### config.mk
export PLATFORM = sky130hd
export DESIGN_NAME = irq_rank_unit
export DESIGN_NICKNAME = d
export VERILOG_FILES = /design/src/rtl/irq_rank_pkg.sv /design/src/rtl/prio_scan.sv /design/src/rtl/isr_ctrl.sv /design/src/rtl/irq_rank_unit.sv
export SDC_FILE = /design/constraint.sdc
export NUM_CORES = 1
export LEC_CHECK = 0
export ABC_CLOCK_PERIOD_IN_PS = 5600
export BUFFER_PORTS_ARGS = -buffer_cell sky130_fd_sc_hd__buf_2
export CORE_MARGIN = 4
export CORE_UTILIZATION = 37
export CTS_BUF_LIST = sky130_fd_sc_hd__clkbuf_8
export CTS_CLUSTER_SIZE = 28
export DETAILED_ROUTE_END_ITERATION = 16
export PLACE_DENSITY = 0.53
export REMOVE_ABC_BUFFERS = 1
export SLEW_MARGIN = 10
export SYNTH_ARGS = -nofsm -noshare
export SYNTH_HDL_FRONTEND = slang
export SYNTH_SLANG_ARGS = --single-unit
### constraint.sdc
create_clock -name clk -period 5.6 [get_ports clk]
set_input_delay 0.56 -clock clk [delete_from_list [all_inputs] [get_ports clk]]
set_output_delay 0.56 -clock clk [all_outputs]
set_load 0.03 [all_outputs]
### src/rtl/irq_rank_pkg.sv
package irq_rank_pkg;

  typedef enum logic [2:0] {
    CMD_NOP        = 3'd0,
    CMD_EOI_NS     = 3'd1,
    CMD_EOI_NS_ROT = 3'd2,
    CMD_EOI_SP     = 3'd3,
    CMD_EOI_SP_ROT = 3'd4,
    CMD_SET_BASE   = 3'd5,
    CMD_AROT_ON    = 3'd6,
    CMD_AROT_OFF   = 3'd7
  } rank_cmd_e;

endpackage

### src/rtl/prio_scan.sv
// Rotated priority search: rank 0 sits at line 'base', wrapping.
// NLINES must be a power of two so the line sum wraps by truncation.
module prio_scan #(
  parameter int NLINES = 8,
  parameter int LW     = $clog2(NLINES)
) (
  input  logic [NLINES-1:0] vec,
  input  logic [LW-1:0]     base,
  output logic [LW:0]       rank,
  output logic [LW-1:0]     line,
  output logic              any
);

  localparam int PW = LW + 1;

  logic [2*NLINES-1:0] dbl;
  logic [NLINES-1:0]   rot;

  always_comb begin
    dbl = {vec, vec} >> base;
    rot = dbl[NLINES-1:0];
    rank = PW'(NLINES);
    for (int i = NLINES - 1; i >= 0; i--) begin
      if (rot[i]) rank = PW'(i);
    end
  end

  assign any  = |vec;
  assign line = rank[LW-1:0] + base;

endmodule

### src/rtl/isr_ctrl.sv
// In-service vector, rotation base and rotate-on-auto-EOI flag.
module isr_ctrl
  import irq_rank_pkg::*;
#(
  parameter int NLINES = 8,
  parameter int LW     = $clog2(NLINES)
) (
  input  logic              clk,
  input  logic              rst_n,
  input  logic              ack,
  input  logic              hit,
  input  logic [LW-1:0]     win_line,
  input  rank_cmd_e         cmd,
  input  logic [LW-1:0]     level,
  input  logic              auto_eoi,
  input  logic [LW-1:0]     top_line,
  input  logic              top_any,
  output logic [NLINES-1:0] isr_q,
  output logic [LW-1:0]     base_q,
  output logic              arot_q
);

  logic [NLINES-1:0] isr_d, clr_v, set_v;
  logic [LW-1:0]     base_d;
  logic              arot_d;
  logic              cmd_moves;
  logic              st_en;

  always_comb begin
    clr_v     = '0;
    set_v     = '0;
    base_d    = base_q;
    arot_d    = arot_q;
    cmd_moves = 1'b0;
    case (cmd)
      CMD_EOI_NS: begin
        if (top_any) clr_v[top_line] = 1'b1;
      end
      CMD_EOI_NS_ROT: begin
        if (top_any) begin
          clr_v[top_line] = 1'b1;
          base_d          = top_line + LW'(1);
          cmd_moves       = 1'b1;
        end
      end
      CMD_EOI_SP: clr_v[level] = 1'b1;
      CMD_EOI_SP_ROT: begin
        clr_v[level] = 1'b1;
        base_d       = level + LW'(1);
        cmd_moves    = 1'b1;
      end
      CMD_SET_BASE: begin
        base_d    = level + LW'(1);
        cmd_moves = 1'b1;
      end
      CMD_AROT_ON:  arot_d = 1'b1;
      CMD_AROT_OFF: arot_d = 1'b0;
      default: ;
    endcase
    if (ack && hit) begin
      if (!auto_eoi) begin
        set_v[win_line] = 1'b1;
      end else if (arot_q && !cmd_moves) begin
        base_d = win_line + LW'(1);
      end
    end
    isr_d = (isr_q & ~clr_v) | set_v;
  end

  assign st_en = ack || (cmd != CMD_NOP);

  always_ff @(posedge clk or negedge rst_n) begin
    if (!rst_n) begin
      isr_q  <= '0;
      base_q <= '0;
      arot_q <= 1'b0;
    end else if (st_en) begin
      isr_q  <= isr_d;
      base_q <= base_d;
      arot_q <= arot_d;
    end
  end

  AST_ACK_SETS_ISR: assert property (@(posedge clk) disable iff (!rst_n)
    (ack && hit && !auto_eoi) |=> isr_q[$past(win_line)]);

  AST_AEOI_KEEPS_ISR: assert property (@(posedge clk) disable iff (!rst_n)
    (ack && auto_eoi && cmd == CMD_NOP) |=> isr_q == $past(isr_q));

  AST_AEOI_ROTATES: assert property (@(posedge clk) disable iff (!rst_n)
    (ack && hit && auto_eoi && arot_q && cmd == CMD_NOP)
      |=> base_q == $past(win_line) + LW'(1));

  AST_NS_EMPTY_IDLE: assert property (@(posedge clk) disable iff (!rst_n)
    (cmd == CMD_EOI_NS && isr_q == '0 && !ack)
      |=> (isr_q == '0) && $stable(base_q));

  AST_SP_CLEARS: assert property (@(posedge clk) disable iff (!rst_n)
    (cmd == CMD_EOI_SP && !(ack && hit && !auto_eoi))
      |=> !isr_q[$past(level)]);

  AST_SET_BASE: assert property (@(posedge clk) disable iff (!rst_n)
    (cmd == CMD_SET_BASE) |=> base_q == $past(level) + LW'(1));

endmodule

### src/rtl/irq_rank_unit.sv
module irq_rank_unit
  import irq_rank_pkg::*;
#(
  parameter int NLINES   = 8,
  parameter int CASC_BIT = 2,
  parameter int LW       = $clog2(NLINES)
) (
  input  logic              clk,
  input  logic              rst_n,
  input  logic [NLINES-1:0] req_vec,
  input  logic [NLINES-1:0] mask_vec,
  input  logic              aeoi_en,
  input  logic              smm_en,
  input  logic              sfn_en,
  input  logic              is_master,
  input  logic              ack,
  input  logic [2:0]        op_cmd,
  input  logic [LW-1:0]     op_level,
  output logic              int_req,
  output logic [LW-1:0]     int_line,
  output logic [NLINES-1:0] isr_out,
  output logic [LW-1:0]     prio_base
);

  logic [NLINES-1:0] cand_vec, svc_vec, isr_q;
  logic [LW-1:0]     base_q;
  logic              arot_q;
  logic [LW:0]       cand_rank, svc_rank, top_rank;
  logic [LW-1:0]     cand_line, svc_line, top_line;
  logic              cand_any, svc_any, top_any;
  logic              hit;
  logic              req_q;
  logic [LW-1:0]     line_q;
  rank_cmd_e         cmd;

  assign cmd      = rank_cmd_e'(op_cmd);
  assign cand_vec = req_vec & ~mask_vec;

  always_comb begin
    svc_vec = isr_q;
    if (smm_en) svc_vec = svc_vec & ~mask_vec;
    if (sfn_en && is_master) svc_vec[CASC_BIT] = 1'b0;
  end

  prio_scan #(.NLINES(NLINES), .LW(LW)) u_cand (
    .vec(cand_vec), .base(base_q), .rank(cand_rank), .line(cand_line), .any(cand_any));

  prio_scan #(.NLINES(NLINES), .LW(LW)) u_svc (
    .vec(svc_vec), .base(base_q), .rank(svc_rank), .line(svc_line), .any(svc_any));

  prio_scan #(.NLINES(NLINES), .LW(LW)) u_top (
    .vec(isr_q), .base(base_q), .rank(top_rank), .line(top_line), .any(top_any));

  assign hit = cand_any && (cand_rank < svc_rank);

  isr_ctrl #(.NLINES(NLINES), .LW(LW)) u_state (
    .clk(clk), .rst_n(rst_n), .ack(ack), .hit(hit), .win_line(cand_line),
    .cmd(cmd), .level(op_level), .auto_eoi(aeoi_en),
    .top_line(top_line), .top_any(top_any),
    .isr_q(isr_q), .base_q(base_q), .arot_q(arot_q));

  always_ff @(posedge clk or negedge rst_n) begin
    if (!rst_n) begin
      req_q  <= 1'b0;
      line_q <= '0;
    end else begin
      req_q  <= hit;
      line_q <= cand_line;
    end
  end

  assign int_req   = req_q;
  assign int_line  = line_q;
  assign isr_out   = isr_q;
  assign prio_base = base_q;

  AST_NO_CAND_NO_REQ: assert property (@(posedge clk) disable iff (!rst_n)
    (cand_vec == '0) |=> !int_req);

  AST_REQ_LINE_LIVE: assert property (@(posedge clk) disable iff (!rst_n)
    (hit && !smm_en && !(sfn_en && is_master))
      |=> !isr_out[int_line] || $past(ack));

endmodule

==> metrics.txt <==
status finished clean; critical setup path kind flop to flop; total track usage 19.0%; drt wl/cell approximately 18 um; fmax 0.221 GHz; mux contribution to synthesized area between 20% and 30%; Top delay family on crit path compound AO/OA/AOI/OAI gates; slew of the pin with the lowest slew margin 1.01 ns; layout cell share with drive strength beyond 1 24.1%; 1st-iter DRT viols 129; adder-cell area share of the yosys netlist 5.35%; Synth Instances around 300; simple-gate share of the synthesized area 26.8%; crit-path cells and4b_1, nor4_2, o21ai_0, a2111oi_2, and2b_1, ha_1, a21o_1, a221o_1, a311o_1, or2_4, mux2_4; Clk Latency, worst-skew pair 0.25 ns; Routed Antenna Nets 0; number of vias per cell 5.96; Slew Limit Fails 0; required time of the critical path 5.73 ns; crit-path max FO 32; dominant synthesized flop cell dfrtp_1; final WL between 7000 and 8000 um; worst reg2reg endpoint u_state.base_q[2]; syn_area_per_cell 8.80 um^2; HPWL after detailed placement ~6100 um; Boundary Pins 44; sequential cell area fraction in the yosys report 15.3%; initial antenna violation count 0; critical path's slowest cell dfrtp_1; Distinct cells, synth 67; FP Rows 30; post-CTS setup buffers 0; final net count 376; Slew headroom 32.5%; Clock transition at path regs 0.07 ns; footprint of the multi-input gates 0.00209 mm^2; fin crit share 80.7%; Reg-to-Reg Start u_state.base_q[2]; CTS tree built; largest net degree at the start of global routing 33; DR pass1 iterations 5; setup slack, reg-to-reg 1.08 ns; Final setup viols 0; grt total ovfl 0; core area 0.00683 mm^2; hold-fix buffers at CTS 0; Worst Hold Class input pin to async pin; R2R depth 11; Critical Path Source Type flop; post-layout minimum cycle time 4.52 ns; max-cap viol count 0; die height roughly 92 um; register area 400 um^2; dominant combinational cell family by area after synthesis simple AND/OR/NAND/NOR gates; Yosys reg bits 16; Num CTS Buffers 3; CTS root buffer clkbuf_8; EDFF count, synth 0; Final Hold Fails 0; maximum root-to-sink buffer count 2; RSZ-0062 raised after global routing false; Synth warnings 0; WP buf/inv 0; Port Buffers 43; post-CTS sizing 0; Vias 2575; largest stage delay on the critical path 0.75 ns; CP endpoint kind flop; GP Congestion 0.862; H-Tree Depth 1; die area between 0.008 and 0.009 mm^2; post-route DRC violation count 0; CP arrival between 4 and 5 ns; die extent in x 92.2 um; Starting Density 38.4%; n_diodes 0; Setup TNS 0 ns; Worst Skew roughly 0.0043 ns; Async S/R FF share, synth 100%; worst hold margin 0.225 ns; Mapped Area about 0.0026 mm^2; global-route wire length before repair 13200 um; CTS Sinks 16; vias in the first global route 2534; Layout area overhead 13.5%; Synth Area in Compound Gates 23.2%; fillers 720; xor/xnor cell area share of the yosys netlist 4.20%
==> how the worst max path moves through the flow <==
stage	from	end	slack, ns	cells after the start
finish	u_state.base_q[2]	u_state.base_q[2]	1.08	11
global route	u_state.base_q[2]	u_state.base_q[2]	0.72	11
CTS	u_state.base_q[2]	u_state.base_q[2]	1.04	11
detailed placement	u_state.base_q[2]	u_state.base_q[2]	1.04	11
global placement	u_state.base_q[2]	u_state.base_q[2]	1.11	11
floorplan	u_state.base_q[1]	u_state.base_q[2]	0.81	11
==> worst reg2reg max path, cell delays in order (launching register included) <==
cell and delay [ns]:
dfrtp_1 0.75, and4b_1 0.43, nor4_2 0.51, o21ai_0 0.26, a2111oi_2 0.42, and2b_1 0.32
ha_1 0.30, a21o_1 0.17, a221o_1 0.33, a311o_1 0.36, or2_4 0.26, mux2_4 0.29
==> placed cells by master, fill, tap and decap left out, types with 4 or more instances in the layout <==
cell type / synthesis / routed
a21oi_1: 10 / 10
nor3_1: 4 / 4
nor4bb_1: 7 / 7
nor2_1: 20 / 20
buf_4: 2 / 5
mux4_2: 12 / 12
nand3_1: 10 / 10
nand2b_1: 16 / 16
a21boi_0: 7 / 7
buf_2: 5 / 43
ha_1: 8 / 8
nand3b_1: 5 / 5
inv_1: 10 / 10
nand2_1: 26 / 26
dfrtp_1: 16 / 16
and2_1: 6 / 6
nor4b_1: 4 / 4
mux2i_1: 17 / 17
o21ai_0: 10 / 10
o221ai_1: 6 / 6
nor2b_1: 5 / 5
and4b_1: 4 / 4
a211oi_1: 8 / 8
o211ai_1: 4 / 4
clkbuf_8: 0 / 4
o41ai_1: 8 / 8
mux2_2: 5 / 5
==> per-stage QoR <==
step	cell area [um^2]	utilization, %	setup WS, ns	cells
floorplan	2550	-	0.808	284
global placement	2920	42.7	1.11	428
detailed placement	2920	42.7	1.04	428
CTS	2980	43.6	1.04	432
global route	2980	43.6	0.720	432
finish	2980	43.6	1.08	432
==> cell usage after synthesis (5+ instances only) <==
master / n / share of area, %
nand3b_1: 5 / 1.4
nor2b_1: 5 / 1.2
o21ai_0: 10 / 1.9
inv_1: 10 / 1.4
nand2_1: 26 / 3.7
a21boi_0: 7 / 2.0
a21oi_1: 10 / 1.9
clkbuf_1: 5 / 0.72
nor2_1: 20 / 2.9
a211oi_1: 8 / 2.3
o41ai_1: 8 / 2.7
nand3_1: 10 / 1.9
ha_1: 8 / 3.8
buf_2: 5 / 0.95
dfrtp_1: 16 / 15
nand2b_1: 16 / 3.8
o221ai_1: 6 / 2.0
nor4bb_1: 7 / 2.7
mux2_2: 5 / 2.1
mux2i_1: 17 / 6.5
mux4_2: 12 / 10
and2_1: 6 / 1.4
==> registers in the layout (all words and copies together) (netlist names) <==
| signal | count |
|---|---|
| u_state.base_q | 3 |
| u_state.arot_q | 1 |
| int_req | 1 |
| int_line | 3 |
| u_state.isr_q | 8 |
==> cell families after synthesis <==
family / Yosys count
xor gates and xnor gates: 7
AOI/OAI and AO/OA: 80
and+or+nand+nor: 121
adders and majority gates: 10
DFF: 16
muxes: 36
buffers and inverters: 28
==> cell type report <==
| cell class | count | share of cell area, % |
|---|---|---|
| repair buffers | 48 | 8.49 |
| flip-flops and latches | 16 | 13.5 |
| multi-input cells | 254 | 70.4 |
| inverters | 14 | 1.77 |
| well taps | 96 | 4.04 |
| clock buffers | 4 | 1.85 |
==> layer usage <==
metal	vias up	global-route usage, %	routed length, um
met4	0	5.57	191
met5	-	0	0
li1	1250	-	-
met2	73	29.9	3610
met3	16	1.56	314
met1	1236	27.8	3780
Power is not shown: default switching activity piles up to over one toggle a cycle in this logic, so the estimate is an artifact.
